`src/rtl/cap_fault_pkg.sv`:
```
// Shared definitions for the capacitor fault grader.
// Assumes: class codes are consumed by downstream breaker logic.
package cap_fault_pkg;

    // Grade of a flagged channel; code 2'b11 is never produced.
    typedef enum logic [1:0] {
        CLS_NONE   = 2'b00,
        CLS_HIGH_Z = 2'b01,
        CLS_LOW_Z  = 2'b10,
        CLS_RSVD   = 2'b11
    } fault_cls_e;

    // Register select codes on the configuration port.
    localparam logic [1:0] ADDR_DETECT = 2'd0;
    localparam logic [1:0] ADDR_LOWER  = 2'd1;
    localparam logic [1:0] ADDR_UPPER  = 2'd2;
    localparam logic [1:0] ADDR_MASK   = 2'd3;

endpackage

```
`src/rtl/cap_fault_cfg.sv`:
```
// Configuration registers: detection threshold, two grading limits and
// the per-channel monitoring mask.
// Assumes: NUM_CH <= DW, so the mask fits in one write word.
module cap_fault_cfg
    import cap_fault_pkg::*;
#(
    parameter int DW     = 16,
    parameter int NUM_CH = 6,
    parameter logic signed [DW-1:0] DET_RST  = 16'sd51,
    parameter logic signed [DW-1:0] LOW_RST  = 16'sd640,
    parameter logic signed [DW-1:0] HIGH_RST = 16'sd7680
) (
    input  logic                 clk,
    input  logic                 rst_n,
    input  logic                 we,
    input  logic [1:0]           addr,
    input  logic [DW-1:0]        wdata,
    output logic signed [DW-1:0] thr_det,
    output logic signed [DW-1:0] thr_low,
    output logic signed [DW-1:0] thr_high,
    output logic [NUM_CH-1:0]    ch_active
);

    // Register update on writes; defaults restored on reset.
    always_ff @(posedge clk) begin
        if (!rst_n) begin
            thr_det   <= DET_RST;
            thr_low   <= LOW_RST;
            thr_high  <= HIGH_RST;
            ch_active <= '1;
        end else if (we) begin
            case (addr)
                ADDR_DETECT: thr_det   <= wdata;
                ADDR_LOWER:  thr_low   <= wdata;
                ADDR_UPPER:  thr_high  <= wdata;
                default:     ch_active <= wdata[NUM_CH-1:0];
            endcase
        end
    end

    // a mask write is visible on the next cycle
    p_mask_write_r10: assert property (@(posedge clk) disable iff (!rst_n)
        (we && addr == ADDR_MASK) |=> (ch_active == $past(wdata[NUM_CH-1:0])));

    // a register not addressed keeps its value
    p_det_kept_r10: assert property (@(posedge clk) disable iff (!rst_n)
        !(we && addr == ADDR_DETECT) |=> $stable(thr_det));

endmodule

```
`src/rtl/cap_fault_satdiff.sv`:
```
// Saturating signed subtraction y = a - b at DW bits.
// Assumes: two's complement operands of equal width.
module cap_fault_satdiff #(
    parameter int DW = 16
) (
    input  logic signed [DW-1:0] a,
    input  logic signed [DW-1:0] b,
    output logic signed [DW-1:0] y
);

    localparam logic signed [DW-1:0] S_MAX = {1'b0, {(DW-1){1'b1}}};
    localparam logic signed [DW-1:0] S_MIN = {1'b1, {(DW-1){1'b0}}};

    logic signed [DW:0] wide;

    // Widen by one bit, subtract, clamp when the top two bits differ.
    always_comb begin
        wide = {a[DW-1], a} - {b[DW-1], b};
        if (wide[DW] != wide[DW-1]) y = wide[DW] ? S_MIN : S_MAX;
        else                        y = wide[DW-1:0];
    end

endmodule

```
`src/rtl/cap_fault_chan.sv`:
```
// One sensing channel: keeps the previous sample, forms the rise index,
// compares it to the detection threshold and grades the magnitude.
// Assumes: all channels share smp_vld; primed is 0 only until the first
// strobe after reset.
module cap_fault_chan
    import cap_fault_pkg::*;
#(
    parameter int DW = 16
) (
    input  logic                 clk,
    input  logic                 rst_n,
    input  logic                 smp_vld,
    input  logic                 primed,
    input  logic signed [DW-1:0] sample,
    input  logic                 active,
    input  logic signed [DW-1:0] thr_det,
    input  logic signed [DW-1:0] thr_low,
    input  logic signed [DW-1:0] thr_high,
    output logic                 flag,
    output logic [1:0]           cls
);

    localparam logic signed [DW-1:0] S_MAX = {1'b0, {(DW-1){1'b1}}};
    localparam logic signed [DW-1:0] S_MIN = {1'b1, {(DW-1){1'b0}}};

    logic signed [DW-1:0] prev;
    logic signed [DW-1:0] index;
    logic signed [DW-1:0] mag;
    logic                 detect;
    fault_cls_e           grade;

    cap_fault_satdiff #(.DW(DW)) u_diff (
        .a (sample),
        .b (prev),
        .y (index)
    );

    // Saturating absolute value of the present sample.
    always_comb begin
        if (sample == S_MIN)   mag = S_MAX;
        else if (sample < 0)   mag = -sample;
        else                   mag = sample;
    end

    // Detection and three-band grading of the present strobe.
    always_comb begin
        detect = active && (index >= thr_det);
        if (!detect)               grade = CLS_NONE;
        else if (mag > thr_high)   grade = CLS_LOW_Z;
        else if (mag > thr_low)    grade = CLS_HIGH_Z;
        else                       grade = CLS_NONE;
    end

    // History update on every strobe; results only once primed.
    always_ff @(posedge clk) begin
        if (!rst_n) begin
            prev <= '0;
            flag <= 1'b0;
            cls  <= CLS_NONE;
        end else if (smp_vld) begin
            prev <= sample;
            if (primed) begin
                flag <= detect;
                cls  <= grade;
            end
        end
    end

    // the reserved code never leaves the channel
    p_no_rsvd_r5: assert property (@(posedge clk) disable iff (!rst_n)
        cls != CLS_RSVD);

    // an index below threshold yields no flag
    p_sub_thr_r2: assert property (@(posedge clk) disable iff (!rst_n)
        (smp_vld && primed && (index < thr_det)) |=> !flag);

    // an unflagged channel carries no class
    p_flag_cls_r2: assert property (@(posedge clk) disable iff (!rst_n)
        !flag |-> (cls == CLS_NONE));

    // a masked channel stays quiet
    p_masked_quiet_r6: assert property (@(posedge clk) disable iff (!rst_n)
        (smp_vld && !active) |=> (!flag && cls == CLS_NONE));

    // results hold between strobes
    p_hold_r9: assert property (@(posedge clk) disable iff (!rst_n)
        !smp_vld |=> ($stable(flag) && $stable(cls)));

    // when a is at least b the saturated index is not negative
    p_index_sign_r1: assert property (@(posedge clk) disable iff (!rst_n)
        (sample >= prev) |-> (index >= 0));

endmodule

```
`src/rtl/cap_fault_grader.sv`:
```
// Top: capacitor discharge fault detector and grader for NUM_CH zones.
// All channels are sampled on one strobe; results appear one cycle later.
// Assumes: smp_data packs channel i in bits [i*DW +: DW], signed with
// FRAC fractional bits; thresholds use the same format.
module cap_fault_grader
    import cap_fault_pkg::*;
#(
    parameter int DW     = 16,
    parameter int FRAC   = 8,
    parameter int NUM_CH = 6
) (
    input  logic                   clk,
    input  logic                   rst_n,
    input  logic                   cfg_we,
    input  logic [1:0]             cfg_addr,
    input  logic [DW-1:0]          cfg_wdata,
    input  logic                   smp_vld,
    input  logic [NUM_CH*DW-1:0]   smp_data,
    output logic                   out_vld,
    output logic [NUM_CH-1:0]      fault_flag,
    output logic [2*NUM_CH-1:0]    fault_class
);

    // Reset thresholds: 0.2, 2.5 and 30 in the sample format.
    localparam logic signed [DW-1:0] DET_RST  = DW'((1 << FRAC) / 5);
    localparam logic signed [DW-1:0] LOW_RST  = DW'((5 << FRAC) / 2);
    localparam logic signed [DW-1:0] HIGH_RST = DW'(30 << FRAC);

    logic signed [DW-1:0] thr_det;
    logic signed [DW-1:0] thr_low;
    logic signed [DW-1:0] thr_high;
    logic [NUM_CH-1:0]    ch_active;
    logic                 primed;

    cap_fault_cfg #(
        .DW       (DW),
        .NUM_CH   (NUM_CH),
        .DET_RST  (DET_RST),
        .LOW_RST  (LOW_RST),
        .HIGH_RST (HIGH_RST)
    ) u_cfg (
        .clk       (clk),
        .rst_n     (rst_n),
        .we        (cfg_we),
        .addr      (cfg_addr),
        .wdata     (cfg_wdata),
        .thr_det   (thr_det),
        .thr_low   (thr_low),
        .thr_high  (thr_high),
        .ch_active (ch_active)
    );

    // Marks that a first strobe has loaded the history; gates out_vld.
    always_ff @(posedge clk) begin
        if (!rst_n) begin
            primed  <= 1'b0;
            out_vld <= 1'b0;
        end else begin
            out_vld <= smp_vld && primed;
            if (smp_vld) primed <= 1'b1;
        end
    end

    for (genvar i = 0; i < NUM_CH; i++) begin : g_ch
        cap_fault_chan #(.DW(DW)) u_ch (
            .clk      (clk),
            .rst_n    (rst_n),
            .smp_vld  (smp_vld),
            .primed   (primed),
            .sample   (smp_data[i*DW +: DW]),
            .active   (ch_active[i]),
            .thr_det  (thr_det),
            .thr_low  (thr_low),
            .thr_high (thr_high),
            .flag     (fault_flag[i]),
            .cls      (fault_class[2*i +: 2])
        );
    end

    // the first strobe after reset yields no result pulse
    p_first_quiet_r8: assert property (@(posedge clk) disable iff (!rst_n)
        (smp_vld && !primed) |=> !out_vld);

    // a result pulse always follows a strobe by one cycle
    p_latency_r9: assert property (@(posedge clk) disable iff (!rst_n)
        out_vld |-> $past(smp_vld));

    // a primed strobe always produces a result pulse
    p_pulse_r9: assert property (@(posedge clk) disable iff (!rst_n)
        (smp_vld && primed) |=> out_vld);

endmodule

```
`config.mk`:
```
export PLATFORM = sky130hd
export DESIGN_NAME = cap_fault_grader
export DESIGN_NICKNAME = d
export VERILOG_FILES = /design/src/rtl/cap_fault_pkg.sv /design/src/rtl/cap_fault_cfg.sv /design/src/rtl/cap_fault_satdiff.sv /design/src/rtl/cap_fault_chan.sv /design/src/rtl/cap_fault_grader.sv
export SDC_FILE = /design/constraint.sdc
export NUM_CORES = 1
export LEC_CHECK = 0
export ABC_AREA = 1
export BUFFER_PORTS_ARGS = -buffer_cell sky130_fd_sc_hd__buf_2
export CORE_MARGIN = 2
export CORE_UTILIZATION = 25
export CTS_BUF_LIST = sky130_fd_sc_hd__clkbuf_2 sky130_fd_sc_hd__clkbuf_4 sky130_fd_sc_hd__clkbuf_8
export DETAILED_ROUTE_END_ITERATION = 6
export HOLD_SLACK_MARGIN = 0.1
export MAX_ROUTING_LAYER = met4
export PLACE_DENSITY = 0.51
export SYNTH_ARGS = -nofsm -noshare
export SYNTH_HDL_FRONTEND = slang
export SYNTH_SLANG_ARGS = --single-unit
```
`constraint.sdc`:
```
create_clock -name clk -period 4.9 [get_ports clk]
set_input_delay 0.98 -clock clk [delete_from_list [all_inputs] [get_ports clk]]
set_output_delay 0.98 -clock clk [all_outputs]
set_load 0.01 [all_outputs]
```
== After elaboration in Yosys (flattened, before gate mapping) ==
Index checks and enable logic that the tools add are counted.
Word-level totals
  flip-flop bits (word level): 170
  output and inout bits: 19
Operators by class
  add/sub/neg operators: 12
  $lt $le $gt $ge: 24
  bitwise operators: 1
  reductions and logical operators: 14
  eq/ne operators: 14
  multiplexer cells: 42
Operators by type and width (number)
  16-bit two-way mux: 24
  16-bit > comparator: 12
  16-bit by 16-bit subtractor with 17-bit output: 6
  16-bit == test, second input constant: 6
  16-bit >= comparator: 6
  16-bit by 1-bit < comparator with 1-bit output, second input constant: 6
  16-bit negation: 6
  2-bit two-way mux: 12
  2-bit AND reduction: 5
  1-bit logical AND: 7
  1-bit two-way mux: 6
  1-bit inequality test: 6
  3-bit OR reduction: 1
  2-bit by 1-bit == test with 1-bit output, second input constant: 1
  2-bit == test, second input constant: 1
  2-bit zero test: 1
  1-bit inverter: 1

== Logic depth before layout (Yosys ltp) ==
  word-level depth: 7
  mapped depth: 34
  gate-level depth less buffers: 34

== By module ==
Synthesis repeated with hierarchy kept, for this count alone.
Second synthesis, totals
  cell total of the unflattened synthesis: 3832
  area, all modules: 23650.2 um^2
Modules (own cells, without submodules)
  cap_fault_chan (g_ch[0].u_ch ...): seq. area each 380.4 um^2, cells each 377, area an instance 2398.6 um^2, instances 5
  cap_fault_satdiff: seq. area each 0.0 um^2, cells each 207, area an instance 1159.9 um^2, instances 6
  cap_fault_chan (g_ch[2].u_ch): seq. area each 380.4 um^2, cells each 377, area an instance 2444.8 um^2, instances 1
  cap_fault_cfg: seq. area each 1081.0 um^2, cells each 321, area an instance 2192.1 um^2, instances 1
  cap_fault_grader: seq. area each 40.0 um^2, cells each 7, area an instance 61.3 um^2, instances 1

== Worst setup path before layout ==
OpenSTA, ideal clock, no wires.
  path kind: input port to flip-flop
  from: in smp_data[0]
  to: reg g_ch[0].u_ch.cls[0]
  path slack: 299 ps
  data required time: 4829 ps
  stages: 32
  data arrival time: 4531 ps
  path through: inv_1 > ha_1 > inv_1 > fa_1 > nand3_1 > nand3_2 > inv_2 > nor2_4 > nor2_2 > o21ai_4 > nand3_2 > nand3_2 > and2_1 > ha_1 > inv_1 > clkbuf_1 > nand3_1 > nand2_1 > inv_1 > ha_1 > nand2_1 > nor2_1 > nand3_1 > nor2_1 > nand2_1 > nand3_1 > nand2_1 > nand3_1 > nand2_1 > inv_1 > nand2_1 > a21oi_1
Between the ends
  word-level cells in the longest chain between the ends: 7
  elaborated cells between the ends (all ways): 16
  classes of those cells: add/sub: 2; order compare: 4; eq/ne: 2; mux: 7; reduce/logical: 1
RTL lines
  start, declared: RTL line cap_fault_grader.sv:18  | input logic [NUM_CH*DW-1:0] smp_data,
  16-bit negation / 16-bit by 1-bit < comparator with 1-bit output (equally long branches): RTL line cap_fault_chan.sv:41  | else if (sample < 0) mag = -sample;
  16-bit two-way mux: RTL line cap_fault_chan.sv:41
  16-bit two-way mux: RTL line cap_fault_chan.sv:40  | if (sample == S_MIN) mag = S_MAX;
  16-bit > comparator: RTL line cap_fault_chan.sv:50  | else if (mag > thr_low) grade = CLS_HIGH_Z;
  1-bit two-way mux: RTL line cap_fault_chan.sv:50
  2-bit two-way mux: RTL line cap_fault_chan.sv:49  | else if (mag > thr_high) grade = CLS_LOW_Z;
  2-bit two-way mux *: RTL line cap_fault_chan.sv:48  | if (!detect) grade = CLS_NONE;
  end signal, assigned: RTL line cap_fault_chan.sv:64  | cls <= grade;
  end, declared: RTL line cap_fault_chan.sv:20  | output logic [1:0] cls
Mark *: on every way between the ends. The rest lies on a longest branch, timed or not.
A chain may end at the register's enable or synchronous reset.

== Final worst setup path ==
  from: in smp_data[32]
  to: reg g_ch[2].u_ch.cls[1]
Between the ends
  word-level cells in the longest chain between the ends: 6
  elaborated cells between the ends (all ways): 14
  classes of those cells: add/sub: 2; order compare: 3; eq/ne: 2; mux: 6; reduce/logical: 1
RTL lines (RTL line)
  16-bit negation, or another cell as far along: cap_fault_chan.sv:41
  16-bit two-way mux, or another cell as far along: cap_fault_chan.sv:41
  16-bit two-way mux, on equally long branches: cap_fault_chan.sv:40, cap_fault_satdiff.sv:19
  16-bit > comparator / 16-bit >= comparator (equally long branches): cap_fault_chan.sv:49, cap_fault_chan.sv:47
  2-bit two-way mux / 1-bit logical AND (equally long branches): cap_fault_chan.sv:49, cap_fault_chan.sv:47
  2-bit two-way mux *: cap_fault_chan.sv:48
  end signal, assigned: cap_fault_chan.sv:64
  end, declared: cap_fault_chan.sv:20
Marked as above.

==> flow_summary.ini <==
[layout]
mostFrequentLayoutCells = nand2_1, inv_1, ha_1
drive_gt1_share_pct = 11.2
layout_commonest_cell = nand2_1
stdcell_area_sq_um = 24800
nets = 4110
syn_to_final_growth_pct = 15.5

[drt]
drtAntennaViolNets = 0
drt-total-wl_mm = 78.3
routedWlPerCell_um = 16.5
dr.pass1.iters = 7
num_vias = 22100
drc_errors = 4
drt_iter0_drc = 1278
via_per_inst = 4.65

[power]
p_total_uw = 6550
switching_share_pct = 47.9
p_switching_uw = 3140
ir_worst_vdd_v = 0.000140
leakagePower_uw = 0.0128
combPwrFrac_pct = 58.9
power_density_nw_per_um2 = 264
p_int_uw = 3410
p_seq_share_pct = 23.3
clockPowerShare_pct = 17.9

[sta]
min_period_over_period_pct = 89.4
drv_slew = 0
fin_skew_ns = 0.0249
rsz0062_at_grt = false
fmax_mhz = 228
period_needed_ns = 4.38
final_hold_viol_count = 0
relSlewSlack_pct = 32.0
setup_viol = 0
tightestPinTransition_ns = 1.02

[floorplanning]
initial_core_util_pct = 25.2
die-area_sq_um = 88200
die_x_um = 297
coreArea_sq_um = 85100
die_h_um = 297
pin_count = 137
num_rows = 107

[clock_tree]
cts_max_level = 4
cts_buffers = 17
hold_buffers = 0
clockBufferDepth = 2
clock-root-buffer = clkbuf_8
clk_pin_slew_ns = 0.13
insertion_delay_ns = 0.59
cts_setup_buffers = 0
cts_sinks = 170
cts_resized = 0
cts_tree = built

[synth]
synth_edf_count = 0
synth_ff_type = dfxtp_1
yosysWarnings = 0
synth_area_sq_um = 21500
syn_inst = 3360
synth_cell_types = 50
synth-seq-cells = 170
synth_area_per_cell_sq_um = 6.39
async_reset_ff_share_pct = 0
syn-num-nets = 3886
synth-seq-area-share_pct = 15.9

[placement]
port_buffers = 136
dp_hpwl_mm = 62.8
placed_area_sq_um = 24300
gp_congestion = 0.913

[critical_path]
cp_max_fo = 6
endpoint_kind = register
start_kind = input pin
crit_required_ns = 5.35
max_stage_delay_ns = 0.40
crit_type = input pin to register
cp_data_arrival_time_ns = 4.83
critPathSlowestCell = fa_1

[flow_run]
cap_viol_max_count = 0

[grt]
grt_antenna_before_repair = 10
grt_max_degree = 106
track_usage_pct = 18.1
overflow = 0
grt_pass1_wl_mm = 120
grt_pass1_vias = 20800

[hold_path]
hold_class = register to register

[outcome]
violations = design-rule violations
status = complete, but fails checks
==> worst paths after layout <==
kind                            slack [ns]            startpoint                   end  cells past startpoint
worst max-delay path                  0.52          smp_data[32]   g_ch[2].u_ch.cls[1]                     31
worst min-delay path                  0.47  g_ch[5].u_ch.prev[6]  g_ch[5].u_ch.prev[6]                      2
worst max register to register        0.68  g_ch[2].u_ch.prev[2]   g_ch[2].u_ch.cls[1]                     27
worst min register to register        0.47  g_ch[5].u_ch.prev[6]  g_ch[5].u_ch.prev[6]                      2
==> stage by stage <==
stage	instances	setup WS, ns	setup TNS, ns	util [%]	hold WS, ns
final	4747	0.520	0	29.1	0.471
after global placement	4709	-0.127	-0.369	28.5	0.449
after floorplan	3360	0.299	0	-	0.435
after detailed placement	4709	-0.110	-0.505	28.5	0.454
after global routing	4747	0.0656	0	29.1	0.491
after CTS	4741	0.546	0	29.1	0.473
==> kinds of logic after synthesis <==
family	Yosys count	synth area share, %
AND/OR/NAND/NOR	1334	27.1
buffers and inverters	632	11.5
flip-flops	170	15.9
XOR/XNOR	59	2.41
adder cells (fa/ha/maj)	408	24.0
AO/OA/AOI/OAI	757	19.2
==> cell type report <==
cell class                      count  area [sq um]
Inverter                          556          2090
Sequential cell                   170          3400
Clock inverter                     15           219
Multi-Input combinational cell   2558         15600
Clock buffer                       17           234
Timing Repair Buffer              281          1800
Antenna cell                        6          15.0
Tap cell                         1144          1430
Fill cell                        9615         60400
==> critical path: cells and delay by family <==
kind,cells,cell delay (ns)
AND/OR/NAND/NOR,19,1.89
adder cells (fa/ha/maj),4,1.16
AO/OA/AOI/OAI,2,0.21
buffers and inverters,6,0.60
==> registers in the layout, summed over array words and instances, names as in the netlist, 6 cells and up <==
signal,count
g_ch.u_ch.cls,12
g_ch.u_ch.flag,6
g_ch.u_ch.prev,96
u_cfg.ch_active,6
u_cfg.thr_det,16
u_cfg.thr_high,16
u_cfg.thr_low,16
==> metal layers <==
metal / GRT usage, % / vias to the layer above / routed length, um
met3: 2.11 / 80 / 2900
li1: - / 11600 / -
met5: - / - / 0
met4: 4.21 / 0 / 1470
met2: 30.8 / 400 / 37200
met1: 22.7 / 10000 / 36700
==> cells in the mapped netlist, drive strengths merged (2+ instances only) <==
cell type    n  area, sq um
a211oi       2         25.0
a21boi       5         37.5
a21o        16          121
a21oi      365         1830
a221oi       7         61.3
and2         6         38.8
buf         21          174
clkbuf      55          206
clkinv       4         15.0
dfxtp      170         3400
fa           6          120
ha         402         5030
inv        552         2070
nand2      729         2750
nand3      225         1220
nand3b      11         82.6
nand4       31          200
nor2       243          975
nor3        47          280
nor4        15          100
o211ai      22          165
o21a        12         90.1
o21ai      301         1570
o21bai      21          158
o31ai        3         22.5
or2         24          150
or3          3         18.8
xnor2        6         52.6
xor2        53          464
==> power by group through the flow <==
stage / sequential (uW) / clock, uW / combinational (uW)
finish: 1520 / 1170 / 3850
global route: 1530 / 1260 / 4480
CTS: 1520 / 1220 / 3870
detailed placement: 1550 / 0 / 3850
global placement: 1550 / 0 / 3820
floorplan: 1530 / 0 / 2710
Power figures use the tool's default switching activity.
